<file path="config.mk">
export PLATFORM = sky130hd
export DESIGN_NAME = dbg_entry_arb
export DESIGN_NICKNAME = d
export VERILOG_FILES = /design/src/rtl/dea_pkg.sv /design/src/rtl/dea_prio_pick.sv /design/src/rtl/dea_mask_fill.sv /design/src/rtl/dea_ctx_slot.sv /design/src/rtl/dbg_entry_arb.sv
export SDC_FILE = /design/constraint.sdc
export NUM_CORES = 1
export LEC_CHECK = 0
export BUFFER_PORTS_ARGS = -buffer_cell sky130_fd_sc_hd__buf_2
export CAP_MARGIN = 30
export CORE_ASPECT_RATIO = 1.2
export CORE_UTILIZATION = 50
export CTS_CLUSTER_DIAMETER = 40
export DETAILED_ROUTE_END_ITERATION = 16
export GPL_ROUTABILITY_DRIVEN = 1
export GPL_TIMING_DRIVEN = 0
export HOLD_SLACK_MARGIN = 0.08
export PLACE_DENSITY_LB_ADDON = 0.3
export SLEW_MARGIN = 10
export SYNTH_ARGS = -nofsm -noshare
export SYNTH_HDL_FRONTEND = slang
export SYNTH_HIERARCHICAL = 1
export SYNTH_SLANG_ARGS = --single-unit
</file>
<file path="constraint.sdc">
create_clock -name clk -period 5.1 [get_ports clk]
set_input_delay 1.02 -clock clk [delete_from_list [all_inputs] [get_ports clk]]
set_output_delay 1.02 -clock clk [all_outputs]
set_load 0.05 [all_outputs]
</file>
<file path="src/rtl/dea_pkg.sv">
package dea_pkg;

   // per-cycle decision of the arbiter, in order of precedence
   typedef enum logic [1:0] {
      ACT_NONE  = 2'd0,
      ACT_RET   = 2'd1,
      ACT_WRITE = 2'd2,
      ACT_ENTER = 2'd3
   } dea_act_e;

endpackage

</file>
<file path="src/rtl/dea_prio_pick.sv">
module dea_prio_pick #(
   parameter  int N = 6,
   localparam int W = $clog2(N)
) (
   input  logic [N-1:0] req_i,
   output logic         vld_o,
   output logic [W-1:0] idx_o
);

   if (N < 2) begin : g_bad_n
      $error("dea_prio_pick: N must be at least 2");
   end

   // highest set index wins
   always_comb begin
      vld_o = |req_i;
      idx_o = '0;
      for (int k = 0; k < N; k++) begin
         if (req_i[k]) idx_o = W'(k);
      end
   end

endmodule

</file>
<file path="src/rtl/dea_mask_fill.sv">
module dea_mask_fill #(
   parameter  int N = 6,
   localparam int W = $clog2(N)
) (
   input  logic [W-1:0] idx_i,
   output logic [N-1:0] fill_o
);

   // thermometer: bits 0..idx set
   for (genvar j = 0; j < N; j++) begin : g_bit
      assign fill_o[j] = (idx_i >= W'(j));
   end

endmodule

</file>
<file path="src/rtl/dea_ctx_slot.sv">
module dea_ctx_slot #(
   parameter int MODE_W = 3,
   parameter int MSK_W  = 6
) (
   input  logic              clk,
   input  logic              rst_n,
   input  logic              ld_i,
   input  logic [MODE_W-1:0] mode_i,
   input  logic [MSK_W-1:0]  mask_i,
   output logic [MODE_W-1:0] mode_o,
   output logic [MSK_W-1:0]  mask_o
);

   always_ff @(posedge clk or negedge rst_n) begin
      if (!rst_n) begin
         mode_o <= '0;
         mask_o <= '0;
      end else if (ld_i) begin
         mode_o <= mode_i;
         mask_o <= mask_i;
      end
   end

endmodule

</file>
<file path="src/rtl/dbg_entry_arb.sv">
module dbg_entry_arb
   import dea_pkg::*;
#(
   parameter  int NUM_LVL = 4,
   localparam int CLS_N   = NUM_LVL + 2,
   localparam int CLS_W   = $clog2(CLS_N),
   localparam int MODE_W  = $clog2(NUM_LVL + 4)
) (
   input  logic              clk,
   input  logic              rst_n,
   input  logic [NUM_LVL-1:0] irq_i,
   input  logic              exc_i,
   input  logic              dbg_i,
   input  logic              mon_sel_i,
   input  logic              ret_i,
   input  logic              msk_we_i,
   input  logic [CLS_N-1:0]  msk_wdata_i,
   output logic [MODE_W-1:0] mode_o,
   output logic [CLS_N-1:0]  mask_o,
   output logic              dbg_status_o,
   output logic              sr_dbg_o,
   output logic              save_o
);

   if (NUM_LVL < 1 || NUM_LVL > 12) begin : g_bad_lvl
      $error("dbg_entry_arb: NUM_LVL must lie in 1..12");
   end

   localparam int DBG_BIT = NUM_LVL + 1;
   localparam logic [CLS_W-1:0]  DBG_IDX = CLS_W'(DBG_BIT);
   localparam logic [MODE_W-1:0] M_MON   = MODE_W'(NUM_LVL + 2);
   localparam logic [MODE_W-1:0] M_OCD   = MODE_W'(NUM_LVL + 3);
   localparam int NSLOT = 2;   // slot 0: monitor entry, slot 1: halted entry

   logic [MODE_W-1:0] mode_q, mode_d;
   logic [CLS_N-1:0]  mask_q, mask_d;
   logic              save_q;

   logic              in_mon, in_ocd, ret_take;
   logic [CLS_N-1:0]  req_vec, elig;
   logic              pick_vld, dbg_pick;
   logic [CLS_W-1:0]  pick_idx;
   logic [CLS_N-1:0]  fill;
   logic [MODE_W-1:0] ent_mode;
   logic [CLS_N-1:0]  ent_mask;
   dea_act_e          act;

   logic [NSLOT-1:0]  slot_ld;
   logic [MODE_W-1:0] slot_mode [NSLOT];
   logic [CLS_N-1:0]  slot_mask [NSLOT];
   logic [MODE_W-1:0] rest_mode;
   logic [CLS_N-1:0]  rest_mask;

   assign in_mon   = (mode_q == M_MON);
   assign in_ocd   = (mode_q == M_OCD);
   assign ret_take = ret_i & (in_mon | in_ocd);

   // halted mode blocks every class
   assign req_vec = {dbg_i, exc_i, irq_i};
   assign elig    = req_vec & ~mask_q & {CLS_N{~in_ocd}};

   dea_prio_pick #(.N(CLS_N)) u_pick (
      .req_i (elig),
      .vld_o (pick_vld),
      .idx_o (pick_idx)
   );

   dea_mask_fill #(.N(CLS_N)) u_fill (
      .idx_i  (pick_idx),
      .fill_o (fill)
   );

   assign dbg_pick = (pick_idx == DBG_IDX);

   always_comb begin
      if (dbg_pick) begin
         ent_mode = (in_mon || !mon_sel_i) ? M_OCD : M_MON;
         ent_mask = '1;
      end else begin
         ent_mode = MODE_W'(pick_idx) + MODE_W'(1);
         ent_mask = mask_q | fill;
      end
   end

   always_comb begin
      if (ret_take)       act = ACT_RET;
      else if (msk_we_i)  act = ACT_WRITE;
      else if (pick_vld)  act = ACT_ENTER;
      else                act = ACT_NONE;
   end

   // context slots, one per debug target
   assign slot_ld[0] = (act == ACT_ENTER) && dbg_pick && (ent_mode == M_MON);
   assign slot_ld[1] = (act == ACT_ENTER) && dbg_pick && (ent_mode == M_OCD);

   for (genvar s = 0; s < NSLOT; s++) begin : g_slot
      dea_ctx_slot #(.MODE_W(MODE_W), .MSK_W(CLS_N)) u_slot (
         .clk    (clk),
         .rst_n  (rst_n),
         .ld_i   (slot_ld[s]),
         .mode_i (mode_q),
         .mask_i (mask_q),
         .mode_o (slot_mode[s]),
         .mask_o (slot_mask[s])
      );
   end

   assign rest_mode = in_ocd ? slot_mode[1] : slot_mode[0];
   assign rest_mask = in_ocd ? slot_mask[1] : slot_mask[0];

   always_comb begin
      mode_d = mode_q;
      mask_d = mask_q;
      unique case (act)
         ACT_RET: begin
            mode_d = rest_mode;
            mask_d = rest_mask;
         end
         ACT_WRITE: mask_d = msk_wdata_i;
         ACT_ENTER: begin
            mode_d = ent_mode;
            mask_d = ent_mask;
         end
         default: ;
      endcase
   end

   always_ff @(posedge clk or negedge rst_n) begin
      if (!rst_n) begin
         mode_q <= '0;
         mask_q <= '0;
         save_q <= 1'b0;
      end else begin
         mode_q <= mode_d;
         mask_q <= mask_d;
         save_q <= (act == ACT_ENTER);
      end
   end

   // restored context is visible in the return cycle
   assign mode_o       = ret_take ? rest_mode : mode_q;
   assign mask_o       = ret_take ? rest_mask : mask_q;
   assign dbg_status_o = (mode_o == M_OCD);
   assign sr_dbg_o     = (mode_o == M_OCD) || (mode_o == M_MON);
   assign save_o       = save_q;


   masked_hold_chk: assert property (@(posedge clk) disable iff (!rst_n)
      (!ret_i && !msk_we_i && (({dbg_i, exc_i, irq_i} & ~mask_o) == '0))
      |=> (mode_q == $past(mode_q)));


   ocd_hold_chk: assert property (@(posedge clk) disable iff (!rst_n)
      (mode_q == M_OCD && !ret_i) |=> (mode_q == M_OCD));


   mon_to_ocd_chk: assert property (@(posedge clk) disable iff (!rst_n)
      (mode_q == M_MON && dbg_i && !mask_q[DBG_BIT] && !ret_i && !msk_we_i)
      |=> (mode_q == M_OCD));


   dbg_full_mask_chk: assert property (@(posedge clk) disable iff (!rst_n)
      (save_o && (mode_q == M_MON || mode_q == M_OCD)) |-> (&mask_q));


   save_cause_chk: assert property (@(posedge clk) disable iff (!rst_n)
      save_o |-> $past(!msk_we_i));


   flag_pair_chk: assert property (@(posedge clk) disable iff (!rst_n)
      dbg_status_o |-> sr_dbg_o);

endmodule

</file>
==> reports/qor.txt <==
STATUS
-----------------------------------------------------------------------------------------------
Result of the run ................................................................ complete, no violations

CRITICAL PATH
-----------------------------------------------------------------------------------------------
Worst reg2reg path endpoint ...................................................... g_slot[1].u_slot/mask_o[1]$_DFFE_PN0P_
Cell family with the largest share of critical-path delay ........................ simple AND/OR/NAND/NOR gates
Cell-by-cell trace of the critical path .......................................... and3_1, buf_4, nor3b_1, inv_1, a211o_2, ha_1, and2_4, buf_6, o211ai_1, nor4b_1, buf_6, mux2_4
R2R setup slack ..................................................................      1610 ps
Crit path buf inv count ..........................................................            4
Maximum fanout along the worst path ..............................................           10
Worst Setup Start Kind ...........................................................         flop
Cell type of the slowest stage on the worst timing path ..........................      dfrtp_1
Critical path depth in cells .....................................................           12
Required arrival time at the worst endpoint ......................................      5270 ps
Cells on worst reg2reg path ......................................................           12
Kind of end point of the critical path ...........................................         flop
Delay contributed by the slowest stage of the critical path ......................       470 ps
Most repeated library cell on the critical path ..................................        buf_6
Capturing instance or port of the critical path .................................. g_slot[1].u_slot/mask_o[1]$_DFFE_PN0P_
Critical register-to-register path startpoint .................................... mode_q[1]$_DFFE_PN0P_
Arrival time worst endpoint ......................................................      3660 ps
Critical path origin ............................................................. mode_q[1]$_DFFE_PN0P_
Critical path type ............................................................... flop to flop

PLACE
-----------------------------------------------------------------------------------------------
Number of input and output port buffers inserted .................................           28
Worst setup slack before clock tree synthesis ....................................      1480 ps
Placed standard-cell area ........................................................ 0.00195 sq mm
Post-detailed-placement half-perimeter wirelength ................................      2.88 mm
Final Wtd Congestion .............................................................        0.824

SYNTH
-----------------------------------------------------------------------------------------------
Mux share of post-synthesis cell area ............................................        0.182
Synth Instances ..................................................................          164
Area fraction in compound gates after synthesis ..................................        0.138
Area share of the leading cell type in the synthesized netlist ...................        0.398
Synthesized-area fraction occupied by and/or/nand/nor cells ......................        0.213
Async SR Flop Fraction ...........................................................         1.00
Post-synthesis instance area ..................................................... 0.00176 sq mm
Main combinational cell family by area after synthesis ........................... simple AND/OR/NAND/NOR gates
Number of unique standard cell types used by synthesis ...........................           44
Post-Synthesis Mean Instance Area ................................................   10.7 sq um
Top_reg_cell synth ...............................................................      dfrtp_1
Most used standard cell by instance count after synthesis ........................      dfrtp_1
Post-synthesis cell type with the largest combined area ..........................      dfrtp_1
Post-Synth XOR/XNOR Area .........................................................            0
Cell types occupying the most area after synthesis ............................... dfrtp_1 (40%), mux2_4 (15%), nor3b_1 (3.0%)
Post-Syn Nets ....................................................................          183
Synth Area in Adders .............................................................       0.0142
Synth cell count leaders ......................................................... dfrtp_1 (28), mux2_4 (18), nand2_1 (10), o21ai_0 (8)
Count of flip-flops with a built-in enable after synthesis .......................            0
Sequential share of the synthesized area .........................................        0.398
Warnings from Yosys ..............................................................            6
Number of storage elements in the synthesis netlist ..............................           28

GLOBAL ROUTE
-----------------------------------------------------------------------------------------------
GR Layer Usage met1 ..............................................................        0.278
Largest net degree at the start of global routing ................................           29
Number of antenna violations at the first check in global routing ................            0
Met3 routing resource usage after global routing .................................       0.0233
Overall track demand over capacity in global routing .............................        0.236
Via count of the first global-routing pass .......................................         1446
Peak-usage layer in the global routing report ....................................         met2
First-pass GRT wire length .......................................................      6.87 mm
Remaining global-route overflow ..................................................            0
GRT met2 Usage ...................................................................        0.439

CLOCKING
-----------------------------------------------------------------------------------------------
Post-CTS Setup Inserts ...........................................................            0
Num Clock Sinks ..................................................................           28
Post-cts hold buffer count .......................................................            0
Clock insertion delay at the later pin of the skew report ........................       280 ps
Clk root buf .....................................................................     clkbuf_8
Clock tree from TritonCTS ........................................................         done
Clock input transition at the sequential cells of the worst setup and hold paths .       100 ps
Cts bufs inserted ................................................................            3
Count of cells resized by post-cts repair ........................................            0
Clock buffer depth ...............................................................            2
Deepest level of the CTS H-tree ..................................................            1

DIE
-----------------------------------------------------------------------------------------------
Count of pins on the block boundary ..............................................           29
Starting Density .................................................................        0.527
Die span in y ....................................................................        67 um
Die Wd ...........................................................................      56.2 um
Area of the die .................................................................. 0.00376 sq mm
Row count ........................................................................           23
Core Region ...................................................................... 0.00334 sq mm

TIMING
-----------------------------------------------------------------------------------------------
Worst-case setup margin in the final layout ......................................      1610 ps
Slew of the pin with the lowest slew margin ......................................       660 ps
Fin Clk Skew .....................................................................      10.3 ps
Post-layout minimum cycle time ...................................................      3490 ps
Achievable Freq ..................................................................      286 MHz
Number of hold violations in the final report ....................................            0
Setup repair after global routing missed its margin ..............................        false
Max-slew violation total from the final report ...................................            0
Slew margin rel. .................................................................        0.560
Setup TNS after final layout .....................................................         0 ps
Endpoints failing setup ..........................................................            0
Tcrit/Tclk final .................................................................        0.685

POWER AND IR DROP
-----------------------------------------------------------------------------------------------
Total leakage power ..............................................................     0.934 nW
Peak VDD IR ......................................................................     0.372 mV
Power density of the placed cells ................................................  640 mW/mm^2
Tot Pwr ..........................................................................    0.00129 W

ROUTING
-----------------------------------------------------------------------------------------------
Number of search-and-repair iterations in the first detailed-routing pass ........            4
Average vias per placed instance .................................................         5.83
DRC violation count after routing ................................................            0
Routed WL per cell ...............................................................      17.5 um
Drt total wl .....................................................................      4.08 mm
Initial DRC count ................................................................           61
Number of vias in the routed layout ..............................................         1358
Remaining antenna violation count after routing ..................................            0

CELLS AND AREA
-----------------------------------------------------------------------------------------------
# diodes .........................................................................            0
Layout cell share with drive strength beyond 1 ...................................        0.372
Growth of design area from synthesis to finish ...................................        14.6%
Final cell area excluding filler cells ........................................... 0.00202 sq mm
Number of nets in the layout .....................................................          216

HOLD PATH
-----------------------------------------------------------------------------------------------
Tightest Hold Check Type ......................................................... flop to flop

FLOW RUN
-----------------------------------------------------------------------------------------------
Number of maximum-capacitance constraint violations ..............................            0

[cells by family after synthesis]
group                    after synthesis
AO/OA/AOI/OAI                         34
adder cells (fa/ha/maj)                2
buffers and inverters                 15
flip-flops                            28
multiplexers                          23
other                                  1
AND/OR/NAND/NOR                       61
[final cells by class]
class / instances / area (sq um)
clock buffer: 3 / 41.3
buffer: 11 / 78.8
tap: 37 / 46.3
fill: 294 / 1320
sequential: 28 / 701
timing repair buffer: 28 / 140
inverter: 4 / 15.0
clock inverter: 1 / 30.0
multi-input combinational: 121 / 966
[cell usage in the layout (no fill, tap or decap), types with 3 or more instances in the layout]
master    netlist  layout
buf_6           3       3
a21oi_1         6       6
buf_4           3       3
inv_1           4       4
nor3_1          3       3
nand3_2         3       3
nand3_1         3       3
nand2_1        10      10
dfrtp_1        28      28
nor2_1          7       7
mux2i_1         5       5
mux2_4         18      18
nor4_1          4       4
buf_2           3      31
nand2b_1        3       3
o21ai_0         8       8
nor2b_1         7       7
o22ai_1         3       3
clkbuf_8        0       3
nor3b_1         7       7
[how the worst min path moves through the flow]
stage / endpoint / slack, ps / startpoint / depth (start not counted)
global route: g_slot[1].u_slot/mask_o[5]$_DFFE_PN0P_ / 540 / g_slot[1].u_slot/mask_o[5]$_DFFE_PN0P_ / 1
floorplan: g_slot[0].u_slot/mask_o[1]$_DFFE_PN0P_ / 470 / g_slot[0].u_slot/mask_o[1]$_DFFE_PN0P_ / 1
CTS: g_slot[0].u_slot/mode_o[1]$_DFFE_PN0P_ / 520 / g_slot[0].u_slot/mode_o[1]$_DFFE_PN0P_ / 1
global placement: g_slot[0].u_slot/mode_o[2]$_DFFE_PN0P_ / 490 / g_slot[0].u_slot/mode_o[2]$_DFFE_PN0P_ / 1
detailed placement: g_slot[0].u_slot/mode_o[1]$_DFFE_PN0P_ / 490 / g_slot[0].u_slot/mode_o[1]$_DFFE_PN0P_ / 1
finish: g_slot[0].u_slot/mode_o[1]$_DFFE_PN0P_ / 520 / g_slot[0].u_slot/mode_o[1]$_DFFE_PN0P_ / 1
[registers in the layout (all words and copies together) (netlist names)]
name	flops
g_slot.u_slot/mode_o	6
save_o	1
g_slot.u_slot/mask_o	12
mask_q	6
mode_q	3
[routing by layer]
| layer | wire, um | vias up | share of wire |
|---|---|---|---|
| li1 | - | 658 | - |
| met1 | 1830 | 659 | 0.45 |
| met2 | 2050 | 30 | 0.50 |
| met3 | 121 | 11 | 0.030 |
| met4 | 82 | 0 | 0.020 |
| met5 | 0 | - | 0 |
[worst register-to-register path, cell delays in order, from the launching register on]
cell,delay [ps]
dfrtp_1,470
and3_1,250
buf_4,190
nor3b_1,340
inv_1,100
a211o_2,410
ha_1,250
and2_4,150
buf_6,130
o211ai_1,130
nor4b_1,390
buf_6,250
mux2_4,310
[per-stage QoR]
stage                      util  instances  hold slack [ps]
final                     0.605        233              524
after detailed placement  0.583        229              495
after CTS                 0.605        233              520
after global routing      0.605        233              542
after global placement    0.583        229              486
after floorplan               -        164              474
[report_power, final]
group / internal [W] / leakage (nW) / switching [W]
Combinational: 0.000283 / 0.543 / 0.000421
Clock: 0.000105 / 0.0357 / 0.0000730
Sequential: 0.000315 / 0.356 / 0.0000949
(Power assumes the default switching activity.)
